==> src/rtl/dds_acc_pkg.sv <==
package dds_acc_pkg;

    // Bits handled by one adder slice; the carry between slices is registered.
    localparam int unsigned SLICE_W = 2;

    function automatic logic xor3(input logic a, input logic b, input logic c);
        return a ^ b ^ c;
    endfunction

    function automatic logic maj3(input logic a, input logic b, input logic c);
        return (a & b) | (b & c) | (a & c);
    endfunction

endpackage

==> src/rtl/dds_delay_line.sv <==
module dds_delay_line #(
    parameter int unsigned WIDTH = 2,
    parameter int unsigned DEPTH = 1
) (
    input  logic             clk,
    input  logic             rst,
    input  logic [WIDTH-1:0] din,
    output logic [WIDTH-1:0] dout
);

    logic [WIDTH-1:0] stage_q [DEPTH];

    always_ff @(posedge clk) begin
        if (rst) begin
            for (int i = 0; i < DEPTH; i++) stage_q[i] <= '0;
        end else begin
            stage_q[0] <= din;
            for (int i = 1; i < DEPTH; i++) stage_q[i] <= stage_q[i-1];
        end
    end

    assign dout = stage_q[DEPTH-1];

endmodule

==> src/rtl/dds_acc_slice.sv <==
module dds_acc_slice
    import dds_acc_pkg::*;
(
    input  logic               clk,
    input  logic               rst,
    input  logic [SLICE_W-1:0] inc_bits,
    input  logic               cin_i,
    output logic [SLICE_W-1:0] sum_o,
    output logic               cout_o
);

    logic [SLICE_W-1:0] acc_q;
    logic [SLICE_W-1:0] acc_next;
    logic [SLICE_W:0]   chain;
    logic               cout_q;

    assign chain[0] = cin_i;

    // Ripple inside the slice: operand A is the increment, B is the slice's own sum.
    for (genvar b = 0; b < SLICE_W; b++) begin : g_bit
        assign acc_next[b]  = xor3(inc_bits[b], acc_q[b], chain[b]);
        assign chain[b+1]   = maj3(inc_bits[b], acc_q[b], chain[b]);
    end

    always_ff @(posedge clk) begin
        if (rst) begin
            acc_q  <= '0;
            cout_q <= 1'b0;
        end else begin
            acc_q  <= acc_next;
            cout_q <= chain[SLICE_W];
        end
    end

    assign sum_o  = acc_q;
    assign cout_o = cout_q;

endmodule

==> src/rtl/dds_phase_acc.sv <==
module dds_phase_acc
    import dds_acc_pkg::*;
#(
    parameter int unsigned PHASE_W = 8
) (
    input  logic               clk,
    input  logic               rst,
    input  logic [PHASE_W-1:0] inc_i,
    output logic [PHASE_W-1:0] phase_o
);

    localparam int unsigned NSLICE = PHASE_W / SLICE_W;

    // carry_q[k] is the registered carry entering slice k.
    logic [NSLICE-1:0] carry_q;
    logic              carry_top_unused;

    assign carry_q[0] = 1'b0;

    for (genvar k = 0; k < NSLICE; k++) begin : g_slice
        logic [SLICE_W-1:0] inc_skew;
        logic [SLICE_W-1:0] sum_k;

        // Input skew: one input register plus k cycles per slice position.
        dds_delay_line #(
            .WIDTH (SLICE_W),
            .DEPTH (k + 1)
        ) u_skew (
            .clk  (clk),
            .rst  (rst),
            .din  (inc_i[k*SLICE_W +: SLICE_W]),
            .dout (inc_skew)
        );

        if (k < NSLICE - 1) begin : g_mid
            dds_acc_slice u_add (
                .clk      (clk),
                .rst      (rst),
                .inc_bits (inc_skew),
                .cin_i    (carry_q[k]),
                .sum_o    (sum_k),
                .cout_o   (carry_q[k+1])
            );

            // Output deskew: lower slices wait for the top slice to catch up.
            dds_delay_line #(
                .WIDTH (SLICE_W),
                .DEPTH (NSLICE - 1 - k)
            ) u_deskew (
                .clk  (clk),
                .rst  (rst),
                .din  (sum_k),
                .dout (phase_o[k*SLICE_W +: SLICE_W])
            );
        end else begin : g_top
            dds_acc_slice u_add (
                .clk      (clk),
                .rst      (rst),
                .inc_bits (inc_skew),
                .cin_i    (carry_q[k]),
                .sum_o    (sum_k),
                .cout_o   (carry_top_unused)
            );

            assign phase_o[k*SLICE_W +: SLICE_W] = sum_k;
        end
    end

endmodule

==> config.mk <==
export PLATFORM = sky130hd
export DESIGN_NAME = dds_phase_acc
export DESIGN_NICKNAME = d
export VERILOG_FILES = /design/src/rtl/dds_acc_pkg.sv /design/src/rtl/dds_delay_line.sv /design/src/rtl/dds_acc_slice.sv /design/src/rtl/dds_phase_acc.sv
export SDC_FILE = /design/constraint.sdc
export NUM_CORES = 1
export LEC_CHECK = 0
export BUFFER_PORTS_ARGS = -buffer_cell sky130_fd_sc_hd__clkbuf_2
export CORE_MARGIN = 8
export CORE_UTILIZATION = 25
export CTS_CLUSTER_SIZE = 30
export DETAILED_ROUTE_END_ITERATION = 7
export HOLD_SLACK_MARGIN = 0.02
export PLACE_DENSITY = 0.37
export REMOVE_ABC_BUFFERS = 1
export SYNTH_ARGS = -nofsm -noshare
export SYNTH_HDL_FRONTEND = slang
export SYNTH_HIERARCHICAL = 1
export SYNTH_SLANG_ARGS = --single-unit
==> constraint.sdc <==
create_clock -name clk -period 2.35 [get_ports clk]
set_clock_uncertainty 0.05 [all_clocks]
set_input_delay 0 -clock clk [delete_from_list [all_inputs] [get_ports clk]]
set_output_delay 0 -clock clk [all_outputs]
set_load 0.03 [all_outputs]
# Word-level counts from Yosys, hierarchy flattened
# Memory sizes are Yosys's and may differ from the RTL's.
# Cells that the tools add are included.
# totals
regBits	11
mem_bits_rw	32
inputBits	10
out_inout_bits	8
word_cells	97
n_memories	7
# classes
n_mux	21
bitwise_logic	60
n_reduce_logical	2
# memory_table
memory	words	width	rd	rd_clocked_by_memory_dff	write_ports	line_no	rtl
g_slice[3].u_skew.stage_q	4	2	4	0	4	dds_delay_line.sv:11	logic [WIDTH-1:0] stage_q [DEPTH];
g_slice[0].g_mid.u_deskew.stage_q	3	2	3	0	3	dds_delay_line.sv:11	
g_slice[2].u_skew.stage_q	3	2	3	0	3	dds_delay_line.sv:11	
g_slice[1].g_mid.u_deskew.stage_q	2	2	2	0	2	dds_delay_line.sv:11	
g_slice[1].u_skew.stage_q	2	2	2	0	2	dds_delay_line.sv:11	
g_slice[0].u_skew.stage_q	1	2	1	0	1	dds_delay_line.sv:11	
1 more memories	-	-	-	-	-	-	
# op_table
op	count
2-to-1 mux 2 bit	16
bitwise OR 1 bit	26
bitwise AND 1 bit	19
bitwise XOR 1 bit	15
2-to-1 mux 1 bit	5
OR reduction 2 bit	2

# Longest topological paths before layout
# Gate-level depths: netlist of run 1.
# An unclocked memory read counts as a cell.
# depth
ltp_word	7
depth_mapped	5

# Hierarchy
# Netlist of run 1, hierarchy kept.
# modules_own_cells
mod	instances	cells_per_inst	area_per_inst_um2	seq_area_each_um2
dds_acc_slice	4	13	130.1	60.1
dds_delay_line (g_slice[0].g_mid.u_deskew ...)	2	14	172.7	120.1
dds_delay_line (g_slice[1].g_mid.u_deskew ...)	2	10	120.1	80.1
dds_delay_line (g_slice[3].u_skew)	1	16	210.2	160.2
dds_delay_line (g_slice[0].u_skew ...)	2	4	52.6	40.0
dds_phase_acc	1	1	3.8	0.0

# Least setup slack after synthesis of run 1
# Ideal clock, no wire load.
# synth_timing
path_kind	flip-flop to flip-flop
start	reg g_slice[3].g_top.u_add.acc_q[0]
end	reg g_slice[3].g_top.u_add.acc_q[1]
setup_ps	111
t_arrival_ps	1462
slack_ps	727
path_stages_with_launch	5
n_path_buf	0
path_cell_list	dfxtp_1 > inv_1 > fa_1 > fa_1 > nor2_1
# synth_via
elab_chain_cells	4
# synth_lines
element	line_no	rtl
start, declared	dds_acc_slice.sv:12	logic [SLICE_W-1:0] acc_q;
start signal, assigned	dds_acc_slice.sv:30	acc_q <= acc_next;
bitwise AND 1 bit	dds_acc_pkg.sv:11	return (a & b) | (b & c) | (a & c);
bitwise OR 1 bit (*) (2 in series)	dds_acc_pkg.sv:11	
bitwise XOR 1 bit (*)	dds_acc_pkg.sv:7	return a ^ b ^ c;
# Mark *: on every way between the ends. The rest lies on a longest branch, timed or not.
# A chain may end at the register's enable or synchronous reset.

# Worst setup path after layout of run 1
# layout_timing
start	mem g_slice[0].u_skew.stage_q[0][0]
end	reg g_slice[0].g_mid.u_add.acc_q[1]
# layout_via
elab_chain_cells	3
# layout_lines
element	line_no
start, declared	dds_delay_line.sv:11
memory (1 x 2 bit)	-
bitwise AND 1 bit	dds_acc_pkg.sv:11
bitwise XOR 1 bit	dds_acc_pkg.sv:7
end signal, assigned	dds_acc_slice.sv:30
end, declared	dds_acc_slice.sv:12
# No other way between the ends.

==> results of run 1 <==
-- power by group through the flow --
| stage | Combinational, uW | Clock (uW) | Sequential [uW] |
|---|---|---|---|
| after global placement | 85.6 | 0 | 796 |
| after detailed placement | 89.6 | 0 | 797 |
| after global routing | 114 | 638 | 785 |
| after floorplan | 50.2 | 0 | 803 |
| after CTS | 100 | 599 | 780 |
| final | 97.1 | 578 | 779 |
-- state kept, by name, indices dropped and copies added (netlist names) --
signal	cells
g_slice.g_mid.u_add/cout_o	3
g_slice.g_top.u_add/sum_o	2
g_slice.g_mid.u_add/sum_o	6
g_slice.g_mid.u_deskew/stage_q	12
g_slice.u_skew/stage_q	20
-- cell usage in the layout (no fill, tap or decap) --
cell type and count:
clkbuf_2 17, bufinv_16 1, fa_1 8, nor2_1 11, inv_1 20, clkinv_2 1
conb_1 1, clkbuf_8 6, dfxtp_1 43, dlygate4sd3_1 8, nor2b_1 32
-- final timing paths --
| check | endpoint | slack [ns] | cells past startpoint |
|---|---|---|---|
| max | g_slice[0].g_mid.u_add/sum_o[1] | 0.83 | 4 |
| min | g_slice[1].g_mid.u_add/cout_o | 0.36 | 2 |
| min reg2reg | g_slice[2].u_skew/stage_q[0][2] | 0.38 | 1 |
| max reg2reg | g_slice[0].g_mid.u_add/sum_o[1] | 0.83 | 4 |
-- through the flow --
step / std cells / hold slack [ns] / total power (uW) / instance area (um2) / util (%)
2_1_floorplan: 115 / 0.0167 / 853 / 1340 / -
3_3_place_gp: 204 / 0.161 / 882 / 1520 / 27.7
3_5_place_dp: 204 / 0.170 / 887 / 1520 / 27.7
4_1_cts: 220 / 0.386 / 1480 / 1710 / 31.3
5_1_grt: 220 / 0.404 / 1540 / 1710 / 31.3
6_report: 220 / 0.358 / 1450 / 1710 / 31.3
-- repair_timing --
item / CTS / global route
endpoints found under the setup margin: 0 / 0
resized for setup: 0 / 0
endpoints found under the hold margin: 8 / 0
hold buffers: 8 / 0
-- final cells by class --
cell class / instances / share of cell area (%)
multi-input combinational: 52 / 23.6
tap: 72 / 5.26
clock buffer: 6 / 4.82
timing repair buffer: 25 / 9.64
clock inverter: 2 / 2.04
inverter: 20 / 4.38
sequential: 43 / 50.2
-- routing by layer --
| metal | wire, um | track usage, % |
|---|---|---|
| met3 | 86 | 2.24 |
| met4 | 73 | 4.50 |
| met5 | 0 | 0 |
| met1 | 734 | 4.17 |
| met2 | 834 | 8.10 |
==> flow_summary.yaml, run 1 <==
outcome:
  status: "finished, final reports clean"
routing:
  first_pass_iters: 2
  via_count: 724
  drc: 0
  first_iter_violations: 85
  wl_per_cell_um: 7.85
  postRouteAntennaNets: 0
  vias_per_cell: 3.29
  drt_wl_total_um: 1730
pwr:
  net-switching-power_uw: 295
  swShare_pct: 20.3
  seqPwrFrac_pct: 53.6
  p_per_area_mw_per_mm2: 848
  p_leak_uw: 0.000664
  clock_power_share_pct: 39.7
  p_int_uw: 1160
  peakVddDrop_mv: 0.235
  combPwrFrac_pct: 6.7
die:
  chipHeight_um: 90.9
  die_area_mm2: 0.00826
  rows: 27
  initial_core_util_pct: 25.6
  core_area_mm2: 0.00547
  design.portCount: 18
  fp.dieW_um: 90.9
timing:
  grt_setup_unrepaired: "no"
  finalCriticalPeriod_ns: 1.52
  setup_tns_ns: 0
  tightestPinTransition_ns: 0.810
  slew_viol_final: 0
  setup_viol_count_final: 0
  fin_ws_ns: 0.829
  relSlewSlack_pct: 46.0
  fmax_mhz: 657
  hold_viol: 0
  min_period_over_period_pct: 64.7
grt:
  grt_usage_pct: 4.82
  grt_pass1_vias: 728
  grt_overflow_total: 0
  grt_pass1_wl_um: 3040
  grt_max_degree: 44
  antenna_found_initial: 0
worst_setup_path:
  end_kind: "register"
  critPathMaxFanout: 1
  worst_ep_required_time_ns: 2.44
  crit_start: "g_slice[0].u_skew/stage_q[0][0]"
  crit_arrival_ns: 1.61
  cp_top_family: "adder cells"
  r2r_start: "g_slice[0].u_skew/stage_q[0][0]"
  crit_buf_inv: 1
  cp-start-kind: "register"
  critPathKind: "reg2reg"
  slowest_delay_ns: 0.49
  crit_chain: "inv_1 -> fa_1 -> fa_1 -> nor2_1"
  crit_path_frequent_cell: "fa_1"
  cpMaxStageDelayCell: "fa_1"
clocking:
  clockBufferDepth: 2
  cts_tree: "yes"
  clock_sink_count: 43
  cts_buffers: 5
  post-cts-setup-buffers: 0
  cts-htree-levels: 2
  clk_latency_ns: 0.29
  cts_root_buf: "clkbuf_8"
  cts.clk_slew.worst_paths_ns: 0.08
synth:
  syn-cell-area_mm2: 0.00140
  syn_inst: 123
  synth.yosys.warnings: 6
  avgSynthCellArea_um2: 11.4
cells_and_area:
  final_nets: 165
  syn2layout_area_growth_pct: 22.3
  drive_above_1_share_pct: 16.9
  ff_latch_area_um2: 861
  fillers: 584
  multi_input_area_um2: 405
  n_antenna_cell: 0
run:
  drv_cap: 0
min_path:
  worstHoldStart: "rst"
  min_path_type: "in2reg"
placement:
  gp_congestion: 0.665
  hpwl_um: 1120
  port_buffers: 17
  pre_cts_ws_ns: 0.836
No activity file was read; power rests on OpenSTA's default activity.
==> inputs of run 2 (changes only) <==
Settings changed: ABC_AREA set to 1.
Clock period 2.35 ns to 1.52 ns, I/O delays scaled along.
==> run 2 against run 1 <==
Against the previous run: non-clock buffer count is 1 higher; highest routed layer unchanged; via count is 12% higher; synthesized cell count is 27% higher; count of clock-buffer cells in the layout stayed put; worst setup slack worse by 0.79 ns.
==> flow_summary.yaml, run 2 <==
outcome:
  status: "finished, final reports clean"
clocking:
  clockBufferDepth: 2
  cts.clk_slew.worst_paths_ns: 0.07
  clock_sink_count: 43
  cts_root_buf: "clkbuf_8"
  clk_latency_ns: 0.28
  cts_tree: "yes"
  cts-htree-levels: 2
  cts_buffers: 5
  post-cts-setup-buffers: 0
min_path:
  min_path_type: "in2reg"
pwr:
  p_int_uw: 1570
  swShare_pct: 22.0
  clock_power_share_pct: 31.6
  p_leak_uw: 0.000730
  peakVddDrop_mv: 0.286
  combPwrFrac_pct: 8.3
  finalPower_uw: 2010
  p_per_area_mw_per_mm2: 1160
  seqPwrFrac_pct: 60.1
  net-switching-power_uw: 443
worst_setup_path:
  critPathMaxFanout: 1
  crit_arrival_ns: 1.61
  cp-start-kind: "register"
  critPathKind: "reg2reg"
  end_kind: "register"
  worst_ep_required_time_ns: 1.65
routing:
  first_pass_iters: 4
  drt_wl_total_um: 1820
  first_iter_violations: 22
  wl_per_cell_um: 7.25
  vias_per_cell: 3.23
  postRouteAntennaNets: 0
  via_count: 811
  drc: 0
cells_and_area:
  post-route-cell-area_mm2: 0.00174
  n_antenna_cell: 0
  final_nets: 198
  top_register: "g_slice.u_skew/stage_q"
  largest_register_ff_count: 20
  layout_common_cells: "inv_1, nor2_1, dfxtp_1, clkbuf_2, dlygate4sd3_1"
  syn2layout_area_growth_pct: 19.6
  mostFrequentLayoutCell: "inv_1"
  drive_above_1_share_pct: 14.5
  fillers: 597
placement:
  gp_congestion: 0.613
  port_buffers: 17
  pre_cts_ws_ns: 0.0237
  dpl_cell_area_mm2: 0.00158
  hpwl_um: 1230
timing:
  setup_viol_count_final: 0
  fin_ws_ns: 0.0433
  fmax_mhz: 677
  hold_viol: 0
  slew_viol_final: 0
  grt_setup_unrepaired: "no"
  min_period_over_period_pct: 97.2
  finalCriticalPeriod_ns: 1.48
grt:
  grt_overflow_total: 0
  grt_pass1_wl_um: 3480
  grt_max_degree: 24
  antenna_found_initial: 0
  grt_pass1_vias: 874
  grt_usage_pct: 5.34
die:
  chipHeight_um: 92.2
  die_area_mm2: 0.00851
  fp.dieW_um: 92.2
  core_area_mm2: 0.00557
  design.portCount: 18
  initial_core_util_pct: 26.1
  rows: 27
synth:
  synth.yosys.warnings: 6
  avgSynthCellArea_um2: 9.31
  syn-cell-area_mm2: 0.00145
  syn_inst: 156
run:
  drv_cap: 0
run 2: critical path: stages (launching register included):
cell and delay [ns]:
dfxtp_1 0.31, inv_1 0.05, fa_1 0.43, fa_1 0.49, nor2_1 0.04
run 2: stage by stage:
step	util, %	TNS (ns)	hold WS (ns)	instances
after floorplan	-	-0.103	0.0167	147
after global placement	28.3	0	0.145	237
after detailed placement	28.3	0	0.149	237
after CTS	31.0	0	0.155	251
after global routing	31.2	0	0.178	251
final	31.2	0	0.144	251
run 2: layer usage:
metal | share of wire, % | GRT usage, % | vias to the layer above
met1 | 44 | 4.96 | 341
met3 | 7.7 | 3.18 | 4
met2 | 45 | 8.16 | 17
met5 | 0 | 0 | -
met4 | 3.6 | 4.83 | 0
li1 | - | - | 449
run 2: worst paths after layout:
path | slack [ns] | start | cells after the start | to
setup / recovery | 0.04 | g_slice[3].u_skew/stage_q[3][0] | 4 | g_slice[3].g_top.u_add/sum_o[1]
hold / removal | 0.14 | rst | 2 | g_slice[0].g_mid.u_add/sum_o[1]
setup reg to reg | 0.04 | g_slice[3].u_skew/stage_q[3][0] | 4 | g_slice[3].g_top.u_add/sum_o[1]
hold reg to reg | 0.35 | g_slice[3].u_skew/stage_q[0][0] | 2 | g_slice[3].u_skew/stage_q[1][0]
run 2: what timing repair did:
action                                  4_1_cts  5_1_grt
hold endpoints to repair                      8        0
hold buffers                                  8        0
endpoints found under the setup margin        0        3
resized for setup                             0        3
run 2: area by class of cell:
| class | instances | area [um2] | share of cell area, % |
|---|---|---|---|
| Sequential cell | 43 | 861 | 49.6 |
| Multi-Input combinational cell | 52 | 333 | 19.2 |
| Inverter | 52 | 195 | 11.2 |
| Timing Repair Buffer | 26 | 185 | 10.7 |
| Tap cell | 72 | 90.1 | 5.19 |
| Clock buffer | 6 | 72.6 | 4.18 |
run 2: power by group through the flow:
stage / clock [uW] / combinational [uW] / sequential (uW)
after floorplan: 0 / 81.7 / 1250
after global placement: 0 / 143 / 1230
after detailed placement: 0 / 153 / 1240
after CTS: 674 / 170 / 1210
after global routing: 727 / 198 / 1220
final: 636 / 168 / 1210
==> inputs of run 3 (changes only) <==
Settings changed: RECOVER_POWER set to 25.
==> run 3 against run 2 <==
Against the previous run: global-route usage unchanged; via count unchanged; non-clock buffer count unchanged; critical path depth unchanged; routed wire length about the same; hold slack improved by 0.14 ns; clock power about the same; cell area about the same; sequential share of layout area about the same; register-to-register slack about the same.
==> flow_summary.yaml, run 3 (synthesized netlist as in run 2, its figures left out) <==
worst_setup_path:
  critPathKind: "reg2reg"
  critPathMaxFanout: 1
  r2r_start: "g_slice[3].u_skew/stage_q[3][0]"
  r2r_end: "g_slice[3].g_top.u_add/sum_o[1]"
  end_kind: "register"
  crit_arrival_ns: 1.61
  worst_ep_required_time_ns: 1.65
  r2r_setup_slack_ns: 0.04
  worstRegToRegCells: 4
  cp-start-kind: "register"
clocking:
  clock_sink_count: 43
  post-cts-setup-buffers: 0
  cts.clk_slew.worst_paths_ns: 0.07
  cts_buffers: 5
  cts-htree-levels: 2
  cts_tree: "yes"
  cts_root_buf: "clkbuf_8"
  clockBufferDepth: 2
  clk_latency_ns: 0.28
cells_and_area:
  syn2layout_area_growth_pct: 19.5
  fin_cells: 251
  drive_above_1_share_pct: 14.0
  largest_register_ff_count: 20
  top_register: "g_slice.u_skew/stage_q"
  final_nets: 198
  n_antenna_cell: 0
  layout_common_cells: "inv_1, nor2_1, dfxtp_1, clkbuf_2, dlygate4sd3_1"
  mostFrequentLayoutCell: "inv_1"
die:
  die_area_mm2: 0.00851
  initial_core_util_pct: 26.1
  chipHeight_um: 92.2
  rows: 27
  fp.dieW_um: 92.2
  core_area_mm2: 0.00557
  design.portCount: 18
timing:
  holdWs_ns: 0.280
  min_period_over_period_pct: 97.2
  grt_setup_unrepaired: "no"
  hold_viol: 0
  finalCriticalPeriod_ns: 1.48
  fmax_mhz: 677
  relSlewSlack_pct: 34.7
  slew_viol_final: 0
  tightestPinTransition_ns: 0.979
  setup_viol_count_final: 0
grt:
  grt_pass1_wl_um: 3480
  grt_overflow_total: 0
  grt_pass1_vias: 874
  grt_usage_pct: 5.34
  grt_max_degree: 24
  antenna_found_initial: 0
routing:
  first_iter_violations: 22
  first_pass_iters: 4
  vias_per_cell: 3.23
  drc: 0
  wl_per_cell_um: 7.25
  postRouteAntennaNets: 0
  via_count: 811
  drt_wl_total_um: 1820
run:
  drv_cap: 0
pwr:
  peakVddDrop_mv: 0.286
  p_leak_uw: 0.000727
  p_per_area_mw_per_mm2: 1160
min_path:
  worstHoldStart: "rst"
  min_delay_path_depth: 2
  hold_path_end: "g_slice[0].g_mid.u_add/sum_o[1]"
  min_path_type: "in2reg"
placement:
  hpwl_um: 1230
  port_buffers: 17
  gp_congestion: 0.613
  dp_cells: 237
outcome:
  status: "finished, final reports clean"
## run 3: changes by cell type in the layout (fill, tap and decap cells not counted)
cell and change:
clkbuf_1 +1, clkbuf_2 -1
## run 3: per-layer routing
metal	global-route usage, %	wire length [um]	up-vias
li1	-	-	449
met4	4.83	65	0
met2	8.16	813	17
met3	3.18	140	4
met1	4.96	801	341
met5	0	0	-
## run 3: report_power, final
part           internal [uW]  switching (uW)
combinational           73.9            93.8
clock                    306             330
sequential              1190            19.5
## run 3: critical path, cell delays in order (launching register included)
cell	delay [ns]
dfxtp_1	0.31
inv_1	0.05
fa_1	0.43
fa_1	0.49
nor2_1	0.04
## run 3: through the flow
step | power, uW | util, % | cell area (um2) | TNS, ns | setup slack (ns)
2_1_floorplan | 1330 | - | 1380 | -0.103 | -0.103
6_report | 2010 | 31.1 | 1740 | 0 | 0.0427
4_1_cts | 2050 | 31.0 | 1730 | 0 | 0.0137
3_5_place_dp | 1390 | 28.3 | 1580 | 0 | 0.0237
3_3_place_gp | 1380 | 28.3 | 1580 | 0 | 0.0576
5_1_grt | 2140 | 31.1 | 1740 | 0 | 0.00275
## run 3: worst max path at each step
stage                                            endpoint  cells past startpoint  slack, ns                            start
after floorplan           g_slice[3].g_top.u_add/sum_o[1]                      4      -0.10  g_slice[3].g_top.u_add/sum_o[0]
after global routing      g_slice[3].g_top.u_add/sum_o[1]                      4      0.003  g_slice[3].u_skew/stage_q[3][0]
after detailed placement  g_slice[0].g_mid.u_add/sum_o[1]                      4       0.02  g_slice[0].u_skew/stage_q[0][0]
after global placement    g_slice[2].g_mid.u_add/sum_o[1]                      4       0.06  g_slice[2].u_skew/stage_q[0][4]
final                     g_slice[3].g_top.u_add/sum_o[1]                      4       0.04  g_slice[3].u_skew/stage_q[3][0]
after CTS                 g_slice[0].g_mid.u_add/sum_o[1]                      4       0.01  g_slice[0].u_skew/stage_q[0][0]
## run 3: area by class of cell
class	count	area, um2
tap	72	90.1
inverter	52	195
fill	598	3840
multi-input combinational	52	333
timing repair buffer	26	184
clock buffer	6	72.6
sequential	43	861
## run 3: repair_timing
item                                    4_1_cts  5_1_grt
endpoints found under the setup margin        0        3
hold endpoints to repair                      8        0
gates resized for setup                       0        3
hold buffers                                  8        0
